File: config.mk
export PLATFORM = sky130hd
export DESIGN_NAME = desc_ring_packer
export DESIGN_NICKNAME = d
export VERILOG_FILES = /design/src/rtl/desc_ring_packer.sv
export SDC_FILE = /design/constraint.sdc
export NUM_CORES = 1
export LEC_CHECK = 0
export BUFFER_PORTS_ARGS = -buffer_cell sky130_fd_sc_hd__buf_2
export CELL_PAD_IN_SITES_DETAIL_PLACEMENT = 1
export CELL_PAD_IN_SITES_GLOBAL_PLACEMENT = 1
export CORE_UTILIZATION = 42
export CTS_CLUSTER_DIAMETER = 200
export CTS_CLUSTER_SIZE = 16
export DETAILED_ROUTE_END_ITERATION = 16
export PLACE_DENSITY_LB_ADDON = 0.1
export SLEW_MARGIN = 20
export SYNTH_ARGS = -nofsm -noshare
export SYNTH_HDL_FRONTEND = slang
export SYNTH_SLANG_ARGS = --single-unit
File: constraint.sdc
create_clock -name clk -period 4.95 [get_ports clk]
set_input_delay 0.495 -clock clk [delete_from_list [all_inputs] [get_ports clk]]
set_output_delay 0.495 -clock clk [all_outputs]
set_load 0.005 [all_outputs]
File: src/rtl/desc_ring_packer.sv
module desc_ring_packer #(
  parameter int RING_DEPTH = 256,
  parameter int MAX_SEGS   = 4,
  parameter int AW         = 48,
  parameter int LW         = 13,
  localparam int DEPTH = (RING_DEPTH == 0) ? 256 : RING_DEPTH,
  localparam int IDX_W = (DEPTH > 1) ? $clog2(DEPTH) : 1,
  localparam int SC_W  = $clog2(MAX_SEGS + 1)
) (
  input  logic                   clk,
  input  logic                   rst_n,
  input  logic                   req_valid,
  output logic                   req_ready,
  input  logic [AW-1:0]          req_hdr_addr,
  input  logic [10:0]            req_hdr_dw,
  input  logic [SC_W-1:0]        req_nseg,
  input  logic [MAX_SEGS*AW-1:0] req_seg_addr,
  input  logic [MAX_SEGS*LW-1:0] req_seg_len,
  input  logic                   req_large,
  input  logic                   req_headwb,
  input  logic                   req_intr,
  input  logic [IDX_W-1:0]       eng_head,
  output logic                   dw_en,
  output logic [IDX_W-1:0]       dw_idx,
  output logic [63:0]            dw_w0,
  output logic [63:0]            dw_w1,
  output logic                   tail_upd,
  output logic [IDX_W-1:0]       pkt_start,
  output logic [IDX_W-1:0]       pkt_next
);
  localparam logic [IDX_W:0] DEPTH_V = (IDX_W+1)'(DEPTH);

  logic                   busy, upd;
  logic [IDX_W-1:0]       tail, start_q, tail_nx;
  logic [1:0]             gen;
  logic [SC_W-1:0]        k, nseg, sel;
  logic [AW-1:0]          haddr, cur_addr;
  logic [10:0]            hdw, acc, cur_cnt, cur_off;
  logic [MAX_SEGS*AW-1:0] saddr;
  logic [MAX_SEGS*LW-1:0] slen;
  logic [LW:0]            rnd;
  logic                   fl_large, fl_wb, fl_int, last, first, wrap;
  logic [IDX_W:0]         used, free;

  assign used = (tail >= eng_head) ? ({1'b0, tail} - {1'b0, eng_head})
                                   : ({1'b0, tail} + DEPTH_V - {1'b0, eng_head});
  assign free = DEPTH_V - 1'b1 - used;
  assign req_ready = !busy && !upd && (32'(req_nseg) <= 32'(MAX_SEGS)) &&
                     (32'(req_nseg) + 32'd1 <= 32'(free));

  assign sel   = k - 1'b1;
  assign first = (k == '0);
  assign last  = (k == nseg);
  assign rnd   = {1'b0, slen[sel*LW +: LW]} + (LW+1)'(3);

  always_comb begin
    if (first) begin
      cur_addr = haddr;
      cur_cnt  = hdw;
      cur_off  = '0;
    end else begin
      cur_addr = saddr[sel*AW +: AW];
      cur_cnt  = 11'(rnd >> 2);
      cur_off  = acc;
    end
  end

  assign wrap    = (32'(tail) == DEPTH - 1);
  assign tail_nx = wrap ? '0 : tail + 1'b1;

  assign dw_en  = busy;
  assign dw_idx = tail;
  assign dw_w0  = {cur_addr[31:2], 2'b00, gen, 3'b000, cur_cnt,
                   fl_int & last, fl_large, fl_wb & last, first, last, cur_off};
  assign dw_w1  = 64'(cur_addr >> 32);
  assign tail_upd  = upd;
  assign pkt_start = start_q;
  assign pkt_next  = tail;

  always_ff @(posedge clk or negedge rst_n) begin
    if (!rst_n) begin
      busy <= 1'b0; upd <= 1'b0; tail <= '0; start_q <= '0; gen <= '0;
      k <= '0; nseg <= '0; haddr <= '0; hdw <= '0; acc <= '0;
      saddr <= '0; slen <= '0; fl_large <= 1'b0; fl_wb <= 1'b0; fl_int <= 1'b0;
    end else begin
      upd <= busy && last;
      if (req_valid && req_ready) begin
        busy  <= 1'b1;
        k     <= '0;
        nseg  <= req_nseg;
        haddr <= req_hdr_addr;
        hdw   <= req_hdr_dw;
        acc   <= req_hdr_dw;
        saddr <= req_seg_addr;
        slen  <= req_seg_len;
        fl_large <= req_large;
        fl_wb    <= req_headwb;
        fl_int   <= req_intr;
      end else if (busy) begin
        tail <= tail_nx;
        if (wrap) gen <= gen + 2'd1;
        if (first) start_q <= tail_nx;
        else       acc <= acc + cur_cnt;
        k <= k + 1'b1;
        if (last) busy <= 1'b0;
      end
    end
  end
endmodule

Word-level counts from Yosys, hierarchy flattened
Cells that the tools add are included.
Cells by class
  add/sub/neg operators: 11
  multipliers: 2
  order comparisons: 3
  eq/ne operators: 3
  shifts and indexed selects: 2
  mux-type cells: 13
  bitwise operators: 3
  reductions and logical operators: 13
Operator list (count)
  192-bit by 10-bit indexed part select with 48-bit output: 1
  11-bit two-way mux: 5
  52-bit by 8-bit indexed part select with 13-bit output: 1
  48-bit two-way mux: 1
  13-bit by 2-bit adder with 13-bit output (second input constant): 1
  11-bit adder: 1
  8-bit by 9-bit adder with 9-bit output (second input constant): 1
  4-bit by 9-bit less-or-equal comparator with 1-bit output: 1
  9-bit two-way mux: 1
  8-bit by 8-bit subtractor with 9-bit output: 1
  8-bit by 9-bit subtractor with 9-bit output (first input constant): 1
  9-bit by 8-bit subtractor with 9-bit output: 1
  8-bit by 1-bit adder with 8-bit output (second input constant): 1
  8-bit equality test (second input constant): 1
  8-bit greater-or-equal comparator: 1
  8-bit two-way mux: 1
  3-bit by 4-bit multiplier with 7-bit output (second input constant): 1
  3-bit two-way mux: 2
  3-bit AND reduction: 2
  1-bit logical AND: 5
  3-bit by 2-bit multiplier with 5-bit output (second input constant): 1
  3-bit by 1-bit adder with 4-bit output (second input constant): 1
  2-bit AND reduction: 2
  3-bit by 1-bit adder with 3-bit output (second input constant): 1
  11 further kinds: 15
Word-level totals
  flip-flop bits (word level): 343
  input bits: 320
  output and inout port bits: 155
  word-level logic and storage cells: 65

Depth between registers and ports, before layout
Gate-level depths: netlist of the first run.
  word-level depth: 9
  depth in mapped cells: 18

Worst setup path after synthesis of the first run
Ideal clock, no wire load.
  path type: reg-to-reg
  start: register k[0]
  end: register acc[10]
  data arrival time: 4.225 ns
  data required time: 4.868 ns
  slack: 0.643 ns
  cell stages (with the launch flop): 17
  buffers on the path: 3
  cell sequence: dfrtp_1 > buf_6 > inv_2 > ha_1 > clkbuf_1 > buf_1 > mux4_2 > xor2_1 > o21ai_0 > ha_1 > a21oi_1 > o211ai_1 > o41ai_1 > o21ai_0 > o21a_1 > or4_1 > a31oi_1
Between the ends
  word-level cells in the longest chain between the ends: 9
Ends and longest elaborated chain
  from (decl): line 36  | logic [SC_W-1:0] k, nseg, sel;
  from (signal assigned): line 104  | k <= k + 1'b1;
  3-bit by 1-bit subtractor with 3-bit output: line 51  | assign sel = k - 1'b1;
  3-bit by 4-bit multiplier with 7-bit output: line 54  | assign rnd = {1'b0, slen[sel*LW +: LW]} + (LW+1)'(3);
  52-bit by 8-bit indexed part select with 13-bit output: line 54
  13-bit by 2-bit adder with 13-bit output: line 54
  11-bit two-way mux (*): line 57  | if (first) begin
  via dw_w0[18]: line 25  | output logic [63:0] dw_w0,
  11-bit adder (*): line 103  | else acc <= acc + cur_cnt;
  11-bit two-way mux (*): line 102  | if (first) start_q <= tail_nx;
  11-bit two-way mux (*): line 99  | end else if (busy) begin
  11-bit two-way mux (*): line 87  | if (req_valid && req_ready) begin
  to (signal assigned): line 93  | acc <= req_hdr_dw;
  to (signal assigned): line 103
  to (decl): line 38  | logic [10:0] hdw, acc, cur_cnt, cur_off;
The timed path passes the listed nets; every way through them passes the cells marked *. The select of a mux whose other input is x is not followed.
A chain may end at the register's enable or synchronous reset.

Worst setup path after layout of the first run
  start: register k[0]
  end: register acc[10]
Between the ends
  word-level cells in the longest chain between the ends: 9
Ends and longest elaborated chain (line)
  3-bit by 1-bit subtractor with 3-bit output: 51
  3-bit by 4-bit multiplier with 7-bit output: 54
  52-bit by 8-bit indexed part select with 13-bit output: 54
  13-bit by 2-bit adder with 13-bit output: 54
  11-bit two-way mux: 57
  11-bit adder: 103
  11-bit two-way mux: 102
  11-bit two-way mux: 99
  11-bit two-way mux: 87
Several ways; a longest one is shown, not always the timed one. The select of a mux whose other input is x is not followed.

==> results of run 1 <==
[cell usage after synthesis (all sizes together) (10+ instances only)]
library cell | instances | area [sq um]
a21oi | 23 | 115
a22o | 50 | 438
and2 | 17 | 106
buf | 82 | 557
clkbuf | 51 | 191
dfrtp | 333 | 8330
ha | 28 | 350
inv | 19 | 71.3
mux2 | 300 | 3380
mux4 | 59 | 1340
nand2 | 42 | 158
nand3 | 10 | 50.1
nor2 | 32 | 120
o21ai | 26 | 130
xnor2 | 20 | 175
xor2 | 17 | 149
[stage by stage]
stage / utilization [%] / hold WS (ns)
after floorplan: - / 0.199
after global placement: 49.1 / 0.459
after detailed placement: 49.1 / 0.460
after CTS: 50.7 / 0.0541
after global routing: 50.8 / 0.0744
final: 50.8 / 0.00467
[worst max-delay path, delay by kind of cell, from the launching register on]
family                   cells  cell delay, ns
multiplexers                 1            0.35
buffers and inverters        1            0.09
adder cells (fa/ha/maj)      2            0.74
AO/OA/AOI/OAI                6            1.18
AND/OR/NAND/NOR              4            1.50
XOR/XNOR                     1            0.10
flip-flops                   1            0.46
[logic make-up after synthesis]
logic type      after synthesis  share of synthesized area (%)
mux                         362                           29.4
flops                       333                           51.6
buf+inv                     152                           5.08
simple gates                129                           3.84
compound gates              127                           5.58
xor+xnor                     37                           2.01
fa+ha+maj                    30                           2.42
other cells                   1                         0.0232
[flip-flops by register name (all words and copies together) (netlist names)]
signal / flops
acc: 11
dw_en: 1
dw_idx: 8
fl_int: 1
fl_large: 1
fl_wb: 1
gen: 2
haddr: 46
hdw: 11
k: 3
nseg: 3
pkt_start: 8
saddr: 184
slen: 52
tail_upd: 1
[placed cells by master (no fill, tap or decap), types with 26 or more instances in the layout]
cell type  instances
dfrtp_1          332
a22o_1            50
ha_1              27
nand2_1           42
buf_2            410
mux4_2            57
conb_1            53
mux2_2           300
nor2_1            32
o21ai_0           26
[power by group through the flow]
stage / clock network (mW) / logic [mW] / registers, mW
after global placement: 0 / 7.34 / 4.88
after floorplan: 0 / 5.39 / 4.63
after CTS: 1.91 / 7.58 / 4.91
final: 1.82 / 7.46 / 4.91
after global routing: 1.98 / 8.22 / 5.09
after detailed placement: 0 / 7.54 / 4.96
[layout make-up]
| class | count | area (sq um) | share of cell area, % |
|---|---|---|---|
| Clock inverter | 1 | 5.00 | 0.0261 |
| Sequential cell | 333 | 8340 | 43.4 |
| Timing Repair Buffer | 430 | 2270 | 11.8 |
| Inverter | 19 | 71.3 | 0.372 |
| Clock buffer | 26 | 629 | 3.28 |
| Antenna cell | 12 | 30.0 | 0.156 |
| Tap cell | 511 | 639 | 3.33 |
| Multi-Input combinational cell | 738 | 7210 | 37.6 |
[routing by layer]
metal	track usage, %	share of wire, %
met5	0	0.45
met4	5.80	2.3
met3	7.02	7.4
met2	39.2	50
met1	27.0	39
[path summary, 6_finish.rpt]
check                      startpoint       to  slack [ns]  cells after the start
max                              k[0]  acc[10]        0.45                     15
min                             rst_n   fl_int       0.005                      1
max reg2reg                      k[0]  acc[10]        0.45                     15
min reg2reg                    gen[1]   gen[1]        0.47                      1
max in group asynchronous       rst_n   hdw[6]        3.61                      2
min in group clk            req_valid     k[2]        0.17                      2
[repair_timing]
item                                    CTS  global route
resized for setup                         0             1
endpoints found under the hold margin     0             0
hold buffers                              0             0
endpoints found under the setup margin    0             1
==> run summary, run 1 <==
Status -> finished, final reports clean
Setup violators final -> 0
Int Pwr -> 8.98 mW
Die Ht -> 198 um
Routability cong. -> 0.849
Clk slew on worst S/H paths -> 0.08 ns
CORE AREA -> 37800 sq um
Drc violations -> 0
Routed Antenna Nets -> 0
Fin cells -> 2070
Fin. Hold Viols -> 0
CP Data Arrival Time -> 4.97 ns
#FFs+latches synth -> 333
Crit path capture type -> flip-flop
Post-layout min period -> 4.50 ns
Max-slew headroom -> 36.9%
Grt total ovfl -> 0
Worst hold path type -> in2async
Worst-path maximum fanout -> 12
Synth Cell Area -> 16100 sq um
Initial DRC Count -> 322
Syn_area_per_cell -> 13.8 sq um
Nets -> 1896
DRT Pass-1 Iters -> 4
Dpl hpwl -> 32.1 mm
Primary FF master, synth -> dfrtp_1
Vias in the first global route -> 11700
Syn Inst Count -> 1171
WS Path Type -> reg2reg
Power per cell area -> 740 nW/um^2
Max_cap viols -> 0
Starting Density -> 42.7%
Clk_lat worst skew -> 0.54 ns
Gr usage total -> 22.6%
Htree depth -> 1
Layout fillers -> 3985
Slowest-stage cell, CP -> or4b_4
Logic pwr share -> 52.6%
Unrepaired setup endpoints after global routing -> false
Final period util -> 91.0%
Placement Setup Slack -> 0.286 ns
Sw power -> 5.22 mW
DP Area -> 18500 sq um
Startpoint types -> flip-flop
CTS tree -> done
Root buf cell -> clkbuf_16
Clock power share -> 12.9%
Final worst slack -> 0.447 ns
Total Power -> 14.2 mW
Total wire length -> 43.9 mm
P&R area growth vs syn -> 18.9%
Register area share after synthesis -> 51.6%
LEAKAGE -> 8.96 nW
Placed cells -> 2031
Worst-case clock skew -> 0.0168 ns
Worst path cell trace -> inv_2 -> ha_4 -> mux4_2 -> or4b_4 -> nor2_1 -> xnor2_1 -> o21ai_0 -> ha_1 -> nand3_1 -> o211ai_1 -> o41ai_2 -> o21ai_0 -> o21a_1 -> or4_1 -> a31oi_1
Vias/cell -> 5.21
Critical path data required time -> 5.41 ns
Wire length of the first global-routing pass -> 67.4 mm
Max clock buf depth -> 3
Synth warn -> 0
Post-CTS setup buffers -> 0
Die area -> 39200 sq um
VDD IR-drop max -> 0.000374 V
Cell variety after synth -> 50
Largest net degree at the start of global routing -> 117
Initial antenna violation count -> 29
Worst path max stage delay -> 0.58 ns
Fin area -> 19200 sq um
Final Max Slew Viols -> 0
Sw Ratio -> 36.7%
TNS Setup -> 0 ns
Flop pwr share -> 34.6%
Share of cells above drive strength 1 -> 53.1%
Io pins -> 475
Post-synth EDFFs -> 0
Number of buffers added on ports -> 411
Peak Freq -> 222 MHz
CTS Buf Count -> 24
Sink Count -> 333
Synth async-reset ratio -> 100%
Crit path top cell by count -> o21ai_0
Site row count -> 71
Routed WL per cell -> 21.2 um
Slew @ Worst Pin -> 0.947 ns
Die Span X -> 198 um
Vias -> 10800
No activity file was read; power rests on OpenSTA's default activity.
==> inputs of run 2 (changes only) <==
--- a/config.mk
+++ b/config.mk
@@ -5,10 +5,11 @@
 export SDC_FILE = /design/constraint.sdc
 export NUM_CORES = 1
 export LEC_CHECK = 0
+export ABC_AREA = 1
 export BUFFER_PORTS_ARGS = -buffer_cell sky130_fd_sc_hd__buf_2
 export CELL_PAD_IN_SITES_DETAIL_PLACEMENT = 1
 export CELL_PAD_IN_SITES_GLOBAL_PLACEMENT = 1
-export CORE_UTILIZATION = 42
+export CORE_UTILIZATION = 38
 export CTS_CLUSTER_DIAMETER = 200
 export CTS_CLUSTER_SIZE = 16
 export DETAILED_ROUTE_END_ITERATION = 16
==> run summary, run 2 <==
Clk_lat worst skew -> 0.57 ns
Vias/cell -> 4.91
Total wire length -> 57.8 mm
Vias in the first global route -> 16800
Max clock buf depth -> 3
Synth Cell Area -> 17300 sq um
Root buf cell -> clkbuf_16
Syn Inst Count -> 2296
Post-layout min period -> 4.19 ns
Synth async-reset ratio -> 100%
Max FFs per register -> 184
Fin area -> 19900 sq um
Io pins -> 475
Number of buffers added on ports -> 411
Routed Antenna Nets -> 0
Primary FF master, synth -> dfrtp_1
Clk slew on worst S/H paths -> 0.08 ns
Peak Freq -> 239 MHz
Starting Density -> 38.8%
WS Path Type -> reg2reg
Max-slew headroom -> 38.8%
Crit path capture type -> flip-flop
#FFs+latches synth -> 333
Drc violations -> 0
Clock power share -> 13.0%
Synth top cells by count -> nand2_1 (1102), dfrtp_1 (333), o21ai_0 (170)
Sink Count -> 333
Cell variety after synth -> 41
Max_cap viols -> 0
Sw Ratio -> 47.3%
Int Pwr -> 7.60 mW
Hold buffers post-CTS -> 0
Syn_area_per_cell -> 7.52 sq um
Die area -> 46300 sq um
Largest net degree at the start of global routing -> 166
Initial DRC Count -> 1114
LEAKAGE -> 11.1 nW
Post-CTS setup buffers -> 0
Synth warn -> 0
Share of the synthesized area in the top cell type -> 48.2%
Critical path data required time -> 5.44 ns
Sw power -> 6.83 mW
Final worst slack -> 0.764 ns
VDD IR-drop max -> 0.000592 V
Status -> finished, final reports clean
TNS Setup -> 0 ns
Post-synth EDFFs -> 0
Htree depth -> 1
CORE AREA -> 44500 sq um
Die Ht -> 215 um
Largest Register -> saddr
Fin. Hold Viols -> 0
Commonest non-fill, non-tap cells in the layout -> nand2_1 (1101), buf_2 (410), dfrtp_1 (332)
CTS Buf Count -> 24
Worst hold path type -> in2async
Placement Setup Slack -> 0.804 ns
Gr usage total -> 24.9%
Worst-path maximum fanout -> 34
Worst-case clock skew -> 0.0109 ns
Setup violators final -> 0
Layout fillers -> 5798
Most common cell after layout, fill and taps aside -> nand2_1
Synth area leader -> dfrtp_1
Dpl hpwl -> 39.2 mm
Site row count -> 77
Most frequent cell after synthesis -> nand2_1
Biggest regs -> saddr: 184 flops, slen: 52 flops, haddr: 46 flops
CTS tree -> done
Grt total ovfl -> 0
Die Span X -> 215 um
CP Data Arrival Time -> 4.67 ns
Vias -> 15800
Unrepaired setup endpoints after global routing -> false
Placed cells -> 3181
Post-CTS Resized -> 0
DP Area -> 19200 sq um
Initial antenna violation count -> 34
Nets -> 2965
Final Max Slew Viols -> 0
Startpoint types -> flip-flop
P&R area growth vs syn -> 15.2%
Power per cell area -> 725 nW/um^2
Fin cells -> 3226
Total Power -> 14.4 mW
Logic pwr share -> 54.5%
Flop pwr share -> 32.5%
Share of cells above drive strength 1 -> 18.3%
Synth top area cells -> dfrtp_1 (48%), nand2_1 (24%), o21ai_0 (4.9%)
Routability cong. -> 0.853
DRT Pass-1 Iters -> 5
Slew @ Worst Pin -> 0.918 ns
Wire length of the first global-routing pass -> 92.3 mm
Register area share after synthesis -> 48.2%
Routed WL per cell -> 17.9 um
Final period util -> 84.6%
[run 2: cell types whose count changed after synthesis, moves of 20 or more]
cell	change
inv_1	+79
mux2_2	-300
buf_2	+38
o21ai_0	+144
nand2_1	+1060
mux4_2	-57
a22o_1	-50
nor2_1	+109
nand3_1	+89
o22ai_1	+48
buf_8	+20
[run 2: cell families after synthesis]
family | after synthesis | share of synthesized area (%)
simple gates | 1368 | 30.9
flops | 333 | 48.2
xor+xnor | 20 | 1.01
other cells | 1 | 0.0217
fa+ha+maj | 30 | 2.26
buf+inv | 296 | 9.91
compound gates | 248 | 7.63
[run 2: area by class of cell]
type	count	area [sq um]	share of cell area, %
Multi-Input combinational cell	1719	7440	37.4
Inverter	103	397	1.99
Timing Repair Buffer	434	2310	11.6
Clock inverter	2	21.3	0.107
Sequential cell	333	8340	41.9
Tap cell	592	741	3.72
Clock buffer	25	604	3.04
Antenna cell	18	45.0	0.226
[run 2: critical path, stage by stage, from the launching register on]
cell	delay, ns
dfrtp_1	0.40
inv_1	0.10
ha_2	0.36
buf_4	0.39
nand3_1	0.12
nand2_1	0.11
nand3_1	0.10
nor2_2	0.23
nand2_1	0.14
nor2_1	0.20
a21oi_1	0.12
o31ai_1	0.35
ha_1	0.36
a21oi_1	0.17
nand2_1	0.10
a21oi_1	0.21
nor2_1	0.07
nor2_1	0.11
xor2_1	0.16
nand2_1	0.07
o21ai_0	0.09
nand2_1	0.06
o21ai_0	0.06
[run 2: through the flow]
stage / hold slack, ns / utilization, %
6_report: 0.0211 / 44.7
5_1_grt: 0.0766 / 44.7
4_1_cts: 0.0667 / 44.6
3_5_place_dp: 0.460 / 43.2
3_3_place_gp: 0.453 / 43.2
2_1_floorplan: 0.199 / -
[run 2: final timing paths]
check	slack [ns]	startpoint	cells after the start	endpoint
max in group asynchronous	3.74	rst_n	2	saddr[114]
min reg2reg	0.48	pkt_start[4]	2	pkt_start[4]
max	0.76	k[1]	22	acc[8]
min	0.02	rst_n	1	slen[14]
min in group clk	0.12	req_seg_addr[53]	3	saddr[53]
max reg2reg	0.76	k[1]	22	acc[8]
[run 2: metal layers]
metal	global-route usage, %	vias to the layer above	part of all wire [%]
li1	-	7699	-
met1	33.4	7667	45
met2	40.4	339	47
met3	5.49	97	5.6
met4	7.04	30	2.4
met5	0	-	0.36
[run 2: power groups by stage]
stage | combinational, mW | sequential, mW | clock (mW)
6_report | 7.87 | 4.69 | 1.87
5_1_grt | 8.97 | 4.85 | 2.02
4_1_cts | 8.00 | 4.69 | 1.93
3_5_place_dp | 7.94 | 4.73 | 0
3_3_place_gp | 7.73 | 4.67 | 0
2_1_floorplan | 5.44 | 4.52 | 0
